## config.mk

```make
export PLATFORM = sky130hd
export DESIGN_NAME = pg_health_rst
export DESIGN_NICKNAME = d
export VERILOG_FILES = /design/src/rtl/pg_pkg.sv /design/src/rtl/pg_sync.sv /design/src/rtl/pg_deglitch.sv /design/src/rtl/pg_sticky.sv /design/src/rtl/pg_health_rst.sv
export SDC_FILE = /design/constraint.sdc
export NUM_CORES = 1
export LEC_CHECK = 0
export ABC_AREA = 1
export BUFFER_PORTS_ARGS = -buffer_cell sky130_fd_sc_hd__buf_2
export CELL_PAD_IN_SITES_DETAIL_PLACEMENT = 0
export CELL_PAD_IN_SITES_GLOBAL_PLACEMENT = 1
export CORE_UTILIZATION = 34
export DETAILED_ROUTE_END_ITERATION = 6
export PLACE_DENSITY_LB_ADDON = 0.1
export SLEW_MARGIN = 20
export SYNTH_ARGS = -nofsm -noshare
export SYNTH_HDL_FRONTEND = slang
export SYNTH_HIERARCHICAL = 1
export SYNTH_SLANG_ARGS = --single-unit
```

## constraint.sdc

```tcl
create_clock -name clk -period 3.8 [get_ports clk]
set_clock_uncertainty 0.1 [all_clocks]
set_input_delay 0.76 -clock clk [delete_from_list [all_inputs] [get_ports clk]]
set_output_delay 0.76 -clock clk [all_outputs]
set_load 0.01 [all_outputs]
```

## src/rtl/pg_pkg.sv

```systemverilog
package pg_pkg;

  // Supply configuration codes on cfg_sel
  typedef enum logic [1:0] {
    CFG_ALL_RAILS = 2'b00,
    CFG_NO_NEG    = 2'b01,
    CFG_ALT_LOW   = 2'b10,
    CFG_RESERVED  = 2'b11
  } pg_cfg_e;

  // True when the negative rail takes part in the health decision
  function automatic logic neg_rail_monitored(input logic [1:0] sel);
    return pg_cfg_e'(sel) == CFG_ALL_RAILS;
  endfunction

endpackage

```

## src/rtl/pg_sync.sv

```systemverilog
// Multi-bit flop chain synchronizer; every bit resets to RST_VAL.
module pg_sync #(
  parameter int   WIDTH   = 4,
  parameter int   STAGES  = 2,
  parameter logic RST_VAL = 1'b1
) (
  input  logic             clk,
  input  logic             rst_n,
  input  logic [WIDTH-1:0] d,
  output logic [WIDTH-1:0] q
);

  logic [STAGES-1:0][WIDTH-1:0] chain_q;

  always_ff @(posedge clk or negedge rst_n) begin
    if (!rst_n) begin
      chain_q <= {(STAGES*WIDTH){RST_VAL}};
    end else begin
      chain_q[0] <= d;
      for (int s = 1; s < STAGES; s++) begin
        chain_q[s] <= chain_q[s-1];
      end
    end
  end

  assign q = chain_q[STAGES-1];

endmodule

```

## src/rtl/pg_deglitch.sv

```systemverilog
// Counts consecutive cycles of a bad condition; expires on the Nth one.
module pg_deglitch #(
  parameter int DEGLITCH_CYCLES = 3000
) (
  input  logic clk,
  input  logic rst_n,
  input  logic bad,
  output logic expired
);

  localparam int CW = (DEGLITCH_CYCLES < 2) ? 1 : $clog2(DEGLITCH_CYCLES);
  localparam logic [CW-1:0] LAST = CW'(DEGLITCH_CYCLES - 1);

  logic [CW-1:0] run_q;

  always_ff @(posedge clk or negedge rst_n) begin
    if (!rst_n) begin
      run_q <= '0;
    end else if (!bad) begin
      run_q <= '0;
    end else if (run_q != LAST) begin
      run_q <= run_q + 1'b1;
    end
  end

  assign expired = bad && (run_q == LAST);

endmodule

```

## src/rtl/pg_sticky.sv

```systemverilog
// Per-rail sticky record of rails found bad when a deglitch window ran out.
module pg_sticky #(
  parameter int NUM_RAILS = 4
) (
  input  logic                 clk,
  input  logic                 rst_n,
  input  logic                 capture,
  input  logic [NUM_RAILS-1:0] bad_rails,
  input  logic                 clear,
  output logic [NUM_RAILS-1:0] sticky
);

  for (genvar r = 0; r < NUM_RAILS; r++) begin : g_rail
    logic flag_q;
    always_ff @(posedge clk or negedge rst_n) begin
      if (!rst_n) begin
        flag_q <= 1'b0;
      end else if (capture && bad_rails[r]) begin
        flag_q <= 1'b1;
      end else if (clear) begin
        flag_q <= 1'b0;
      end
    end
    assign sticky[r] = flag_q;
  end

endmodule

```

## src/rtl/pg_health_rst.sv

```systemverilog
module pg_health_rst #(
  parameter int NUM_RAILS       = 4,
  parameter int DEGLITCH_CYCLES = 3000,
  parameter int SYNC_STAGES     = 2
) (
  input  logic                 clk,
  input  logic                 rst_n,
  input  logic [NUM_RAILS-1:0] pbad_raw,
  input  logic [NUM_RAILS-1:0] gate_on,
  input  logic [1:0]           cfg_sel,
  input  logic                 sys_rst_n,
  input  logic                 fault_clr,
  output logic                 healthy_pull,
  output logic                 rst_pull,
  output logic [NUM_RAILS-1:0] pbad_sticky
);
  import pg_pkg::*;

  localparam int NEG_RAIL = NUM_RAILS - 1;

  logic [NUM_RAILS-1:0] pbad_sync;
  logic [NUM_RAILS-1:0] rail_mask;
  logic [NUM_RAILS-1:0] bad_monitored;
  logic                 any_bad;
  logic                 all_gates_on;
  logic                 dg_expired;
  logic                 healthy_q;

  pg_sync #(
    .WIDTH   (NUM_RAILS),
    .STAGES  (SYNC_STAGES),
    .RST_VAL (1'b1)
  ) u_sync (
    .clk   (clk),
    .rst_n (rst_n),
    .d     (pbad_raw),
    .q     (pbad_sync)
  );

  // Which rails take part in the decision
  for (genvar r = 0; r < NUM_RAILS; r++) begin : g_mask
    if (r == NEG_RAIL) begin : g_neg
      assign rail_mask[r] = neg_rail_monitored(cfg_sel);
    end else begin : g_pos
      assign rail_mask[r] = 1'b1;
    end
  end

  assign bad_monitored = pbad_sync & rail_mask;
  assign any_bad       = |bad_monitored;
  assign all_gates_on  = &gate_on;

  pg_deglitch #(
    .DEGLITCH_CYCLES (DEGLITCH_CYCLES)
  ) u_deglitch (
    .clk     (clk),
    .rst_n   (rst_n),
    .bad     (any_bad),
    .expired (dg_expired)
  );

  // Asymmetric health state: fast assert, deglitched release on rail faults,
  // immediate release on a switch turning off.
  always_ff @(posedge clk or negedge rst_n) begin
    if (!rst_n) begin
      healthy_q <= 1'b0;
    end else if (!all_gates_on || dg_expired) begin
      healthy_q <= 1'b0;
    end else if (!any_bad) begin
      healthy_q <= 1'b1;
    end
  end

  pg_sticky #(
    .NUM_RAILS (NUM_RAILS)
  ) u_sticky (
    .clk       (clk),
    .rst_n     (rst_n),
    .capture   (dg_expired),
    .bad_rails (bad_monitored),
    .clear     (fault_clr),
    .sticky    (pbad_sticky)
  );

  assign healthy_pull = healthy_q;
  assign rst_pull     = !healthy_q || !sys_rst_n;

endmodule

```

* Word-level counts from Yosys, hierarchy flattened
Cells that the tools add are included.
** Word-level totals
- Input port bits :: 14
- Bits in registers :: 25
- Word-level logic and storage cells :: 40
** Operators by class
- Bitwise operators :: 1
- Equality and inequality tests :: 4
- Mux-type cells :: 9
- Add/sub/neg operators :: 1
- Reduce and logical (&&, ||, !) cells :: 17
** Operators by type and width (number)
- $mux 12 :: 2
- $add 12x1->12 const B :: 1
- $eq 12x12->1 const B :: 1
- $ne 12x12->1 const B :: 1
- $reduce_bool 2->1 :: 4
- $mux 1 :: 7
- $logic_and 1x1->1 :: 5
- $and 4x4->4 :: 1
- $ne 2x2->1 const B :: 2
- $reduce_and 4->1 :: 1
- $reduce_or 4->1 :: 1
- $logic_not 1->1 :: 3
- $logic_not 2->1 :: 1
- $logic_or 1x1->1 :: 2

* Longest topological paths before layout
- Depth after elaboration :: 6
- Gate-level depth with buffers :: 10
- Depth with buffers taken out :: 9

* Cells and area by module
The synthesis kept the hierarchy.
** Modules (own cells, without submodules)
- pg_deglitch :: seq. area each 300.3 um^2, instances 1, area each 726.9 um^2, cells an instance 100
- pg_sync :: seq. area each 210.2 um^2, instances 1, area each 240.2 um^2, cells an instance 12
- pg_sticky :: seq. area each 100.1 um^2, instances 1, area each 178.9 um^2, cells an instance 21
- pg_health_rst :: seq. area each 25.0 um^2, instances 1, area each 88.8 um^2, cells an instance 15

* Least setup slack after synthesis
OpenSTA, ideal clock, no wires.
- Kind :: input-to-output
- From :: input port sys_rst_n
- To :: output port rst_pull
- Required time :: 2940 ps
- Cell stages on the path :: 1
- Slack :: 2099 ps
- Data arrival time :: 841 ps
- Cell sequence :: nand2_1
** On the way
- Longest elaborated chain between the ends :: 2
** RTL lines
- from (decl) :: line pg_health_rst.sv:11 : input logic sys_rst_n,
- $logic_not 1->1 :: line pg_health_rst.sv:86 : assign rst_pull = !healthy_q || !sys_rst_n;
- $logic_or 1x1->1 :: line pg_health_rst.sv:86
- to (decl) :: line pg_health_rst.sv:14 : output logic rst_pull,
No other way between the ends.

* Worst setup path after layout
Same ends and word-level chain as after synthesis.

==> results.ini <==
[clock_tree]
cts_setup_buffers=0
insertion_delay_ps=320
cts_buffers=3
cts_tree=yes
root_buffer=clkbuf_4
clock-sinks=25
holdBufCountCts=0
cts_buffer_depth=2
path_clk_slew_ps=140
cts_htree_levels=1
post_cts_resized=0

[global_route]
antenna_found_initial=0
grtUsageMet2_pct=20.74
overflow=0
grt_start_max_net_pins=26
grt_pass1_vias=891
top_usage_layer=met2
grt_use_total_pct=12.82
grt_pass1_wl_mm=3.884
grt_use_met3_pct=2.206
use_met1_pct=16.98

[sta]
worstMarginPinSlew_ps=536.1
relSlewSlack_pct=64.26
setup_violations=0
period_needed_ps=1875
slew_viol_final=0
period_share_pct=49.33
setup-tns-final_ps=0
setup_ws_ps=1925
hold_viol=0
rsz0062_at_grt=no
fmax_ghz=0.5335

[setup_path]
crit_start=sys_rst_n
worstPathMaxFanout=1
slowest_stage=buf_2
critPathKind=primary input to output pin
worstPathCellList=buf_2 > nand2_1 > buf_2
critical_path_required_ps=2940
rr_startpoint=u_sync/q[0]
max_stage_delay_ps=120
worst_path_most_repeated_cell=buf_2
cp-start-kind=primary input
endpoint_kind=output pin
crit_arrival_ps=1010

[pwr]
ir_drop_mv=0.1605
pwr_density_cell_mw_per_mm2=427.7
leakagePower_nw=0.6860

[drt]
viasPerCell=4.394
drtIter0Drc=43
drc_errors=0
vias=914
ant_nets=0
dr.pass1.iters=4
finalWirelength_mm=2.193
wire_per_inst_microns=10.54

[die]
io_pins=20
rows=21
die_x_microns=62.27
start_util_pct=36.15
dieHeight_microns=62.27
core_area_sq_mm=0.003416
die_area_sq_mm=0.003877

[synthesis]
synth_top_flop_cell=dfrtp_1
synth_edf_count=0
syn-cell-area_sq_mm=0.001235
syn_inst=148
synth_top_area_share_pct=34.45
synthArstFlopShare_pct=100.0
synth_top_area_cell=dfrtp_1
yosys.cell_types.count=20
postSynthRegisterBits=25
synthTopCellsByArea=dfrtp_1 (34%), dfstp_2 (17%), nand2_1 (13%)
synth_area_per_cell_sq_um=8.344
yosys_warnings=6
syn_nets=163
ys_seq_area_share_pct=51.47

[cells_and_area]
n_fill_cell=372
drive_gt1_share_pct=29.63
multi_input_area_sq_um=469.2
nNetsFinal=178
register_area_sq_um=635.6
n_antenna_cell=0
layout-area-overhead-vs-synth_pct=8.916

[flow_run]
drv_cap=0

[worst_hold_path]
hold_class=flop to flop
min_from=u_sync/chain_q[3]

[placed_design]
dp_slack_ps=1633
port_buffers=19
gp_congestion=0.7234
post-dp-hpwl_mm=1.628

[run_status]
outcome=complete, no violations

[through the flow]
| step | instances | instance area, sq um | hold slack, ps | total power [mW] | util, % |
|---|---|---|---|---|---|
| floorplan | 148 | 1235 | 245.2 | 0.4235 | - |
| global placement | 204 | 1314 | 247.2 | 0.4561 | 38.46 |
| detailed placement | 204 | 1314 | 246.8 | 0.4545 | 38.46 |
| CTS | 208 | 1345 | 267.8 | 0.5907 | 39.38 |
| global route | 208 | 1345 | 270.8 | 0.6274 | 39.38 |
| finish | 208 | 1345 | 266.3 | 0.5752 | 39.38 |
[registers in the layout, indices dropped and copies added (netlist names)]
signal                  flops
u_deglitch/run_q           12
u_sticky/g_rail.flag_q      4
u_sync/chain_q              4
healthy_pull                1
u_sync/q                    4
[final cells by class]
cell class	count	area share [%]
clock buffer	3	1.674
clock inverter	1	0.6512
inverter	15	4.186
multi-input combinational	99	34.88
sequential	25	47.26
tap	46	4.279
timing repair buffer	19	7.070
[report_power, final]
part	total [mW]	internal (mW)	switching (mW)
Clock	0.127	0.0428	0.0844
Combinational	0.111	0.0438	0.0672
Sequential	0.337	0.301	0.0360
Total	0.575	0.388	0.188
[synth_stat cells (3+ instances only)]
library cell and number:
inv_1 12, a21oi_1 5, nor2_2 5, nand3_1 13
nand2_1 42, nor2_1 18, buf_4 8, dfrtp_1 17
o21ai_0 3, nand2_2 3, dfstp_2 8, inv_2 3
nand4_1 3
[cell usage in the layout (no fill, tap or decap)]
master     n
buf_2     19
nand2_1   42
a21oi_2    1
dfrtp_1   17
clkbuf_4   3
nand4_1    3
nor2_1    18
nor2_2     5
or2_2      1
nor2_4     2
o21ai_0    3
a21oi_1    5
ha_1       1
inv_6      1
nor3_2     1
inv_2      3
nand3_1   13
nand3_2    1
inv_1     12
nand2_2    3
dfstp_2    8
[metal layers]
metal	vias to the layer above	share of wire, %
li1	482	-
met1	410	52
met2	20	43
met3	2	3.7
met4	0	0.87
met5	-	0
[worst max-delay path: cells and delay by family]
family	cells	cell delay, ps
AND/OR/NAND/NOR	1	40
buffers and inverters	2	220
[logic make-up (layout without fill, tap and decap cells)]
family,Yosys count,count (layout),synth area share [%]
AO/OA/AOI/OAI,9,9,3.951
adder cells (fa/ha/maj),1,1,1.013
buffers and inverters,24,38,10.54
flip-flops,25,25,51.47
AND/OR/NAND/NOR,89,89,33.03
[final timing paths]
| path | endpoint | slack [ps] | cells past startpoint |
|---|---|---|---|
| worst min-delay path | u_sync/q[3] | 270 | 0 |
| min in group asynchronous | u_deglitch/run_q[6] | 290 | 1 |
| worst max register to register | healthy_pull | 2060 | 9 |
| worst max-delay path | rst_pull | 1930 | 3 |
| worst min register to register | u_sync/q[3] | 270 | 0 |
| max in group asynchronous | u_sync/chain_q[3] | 2940 | 1 |
Note: power is estimated with default switching activity, not from simulation.
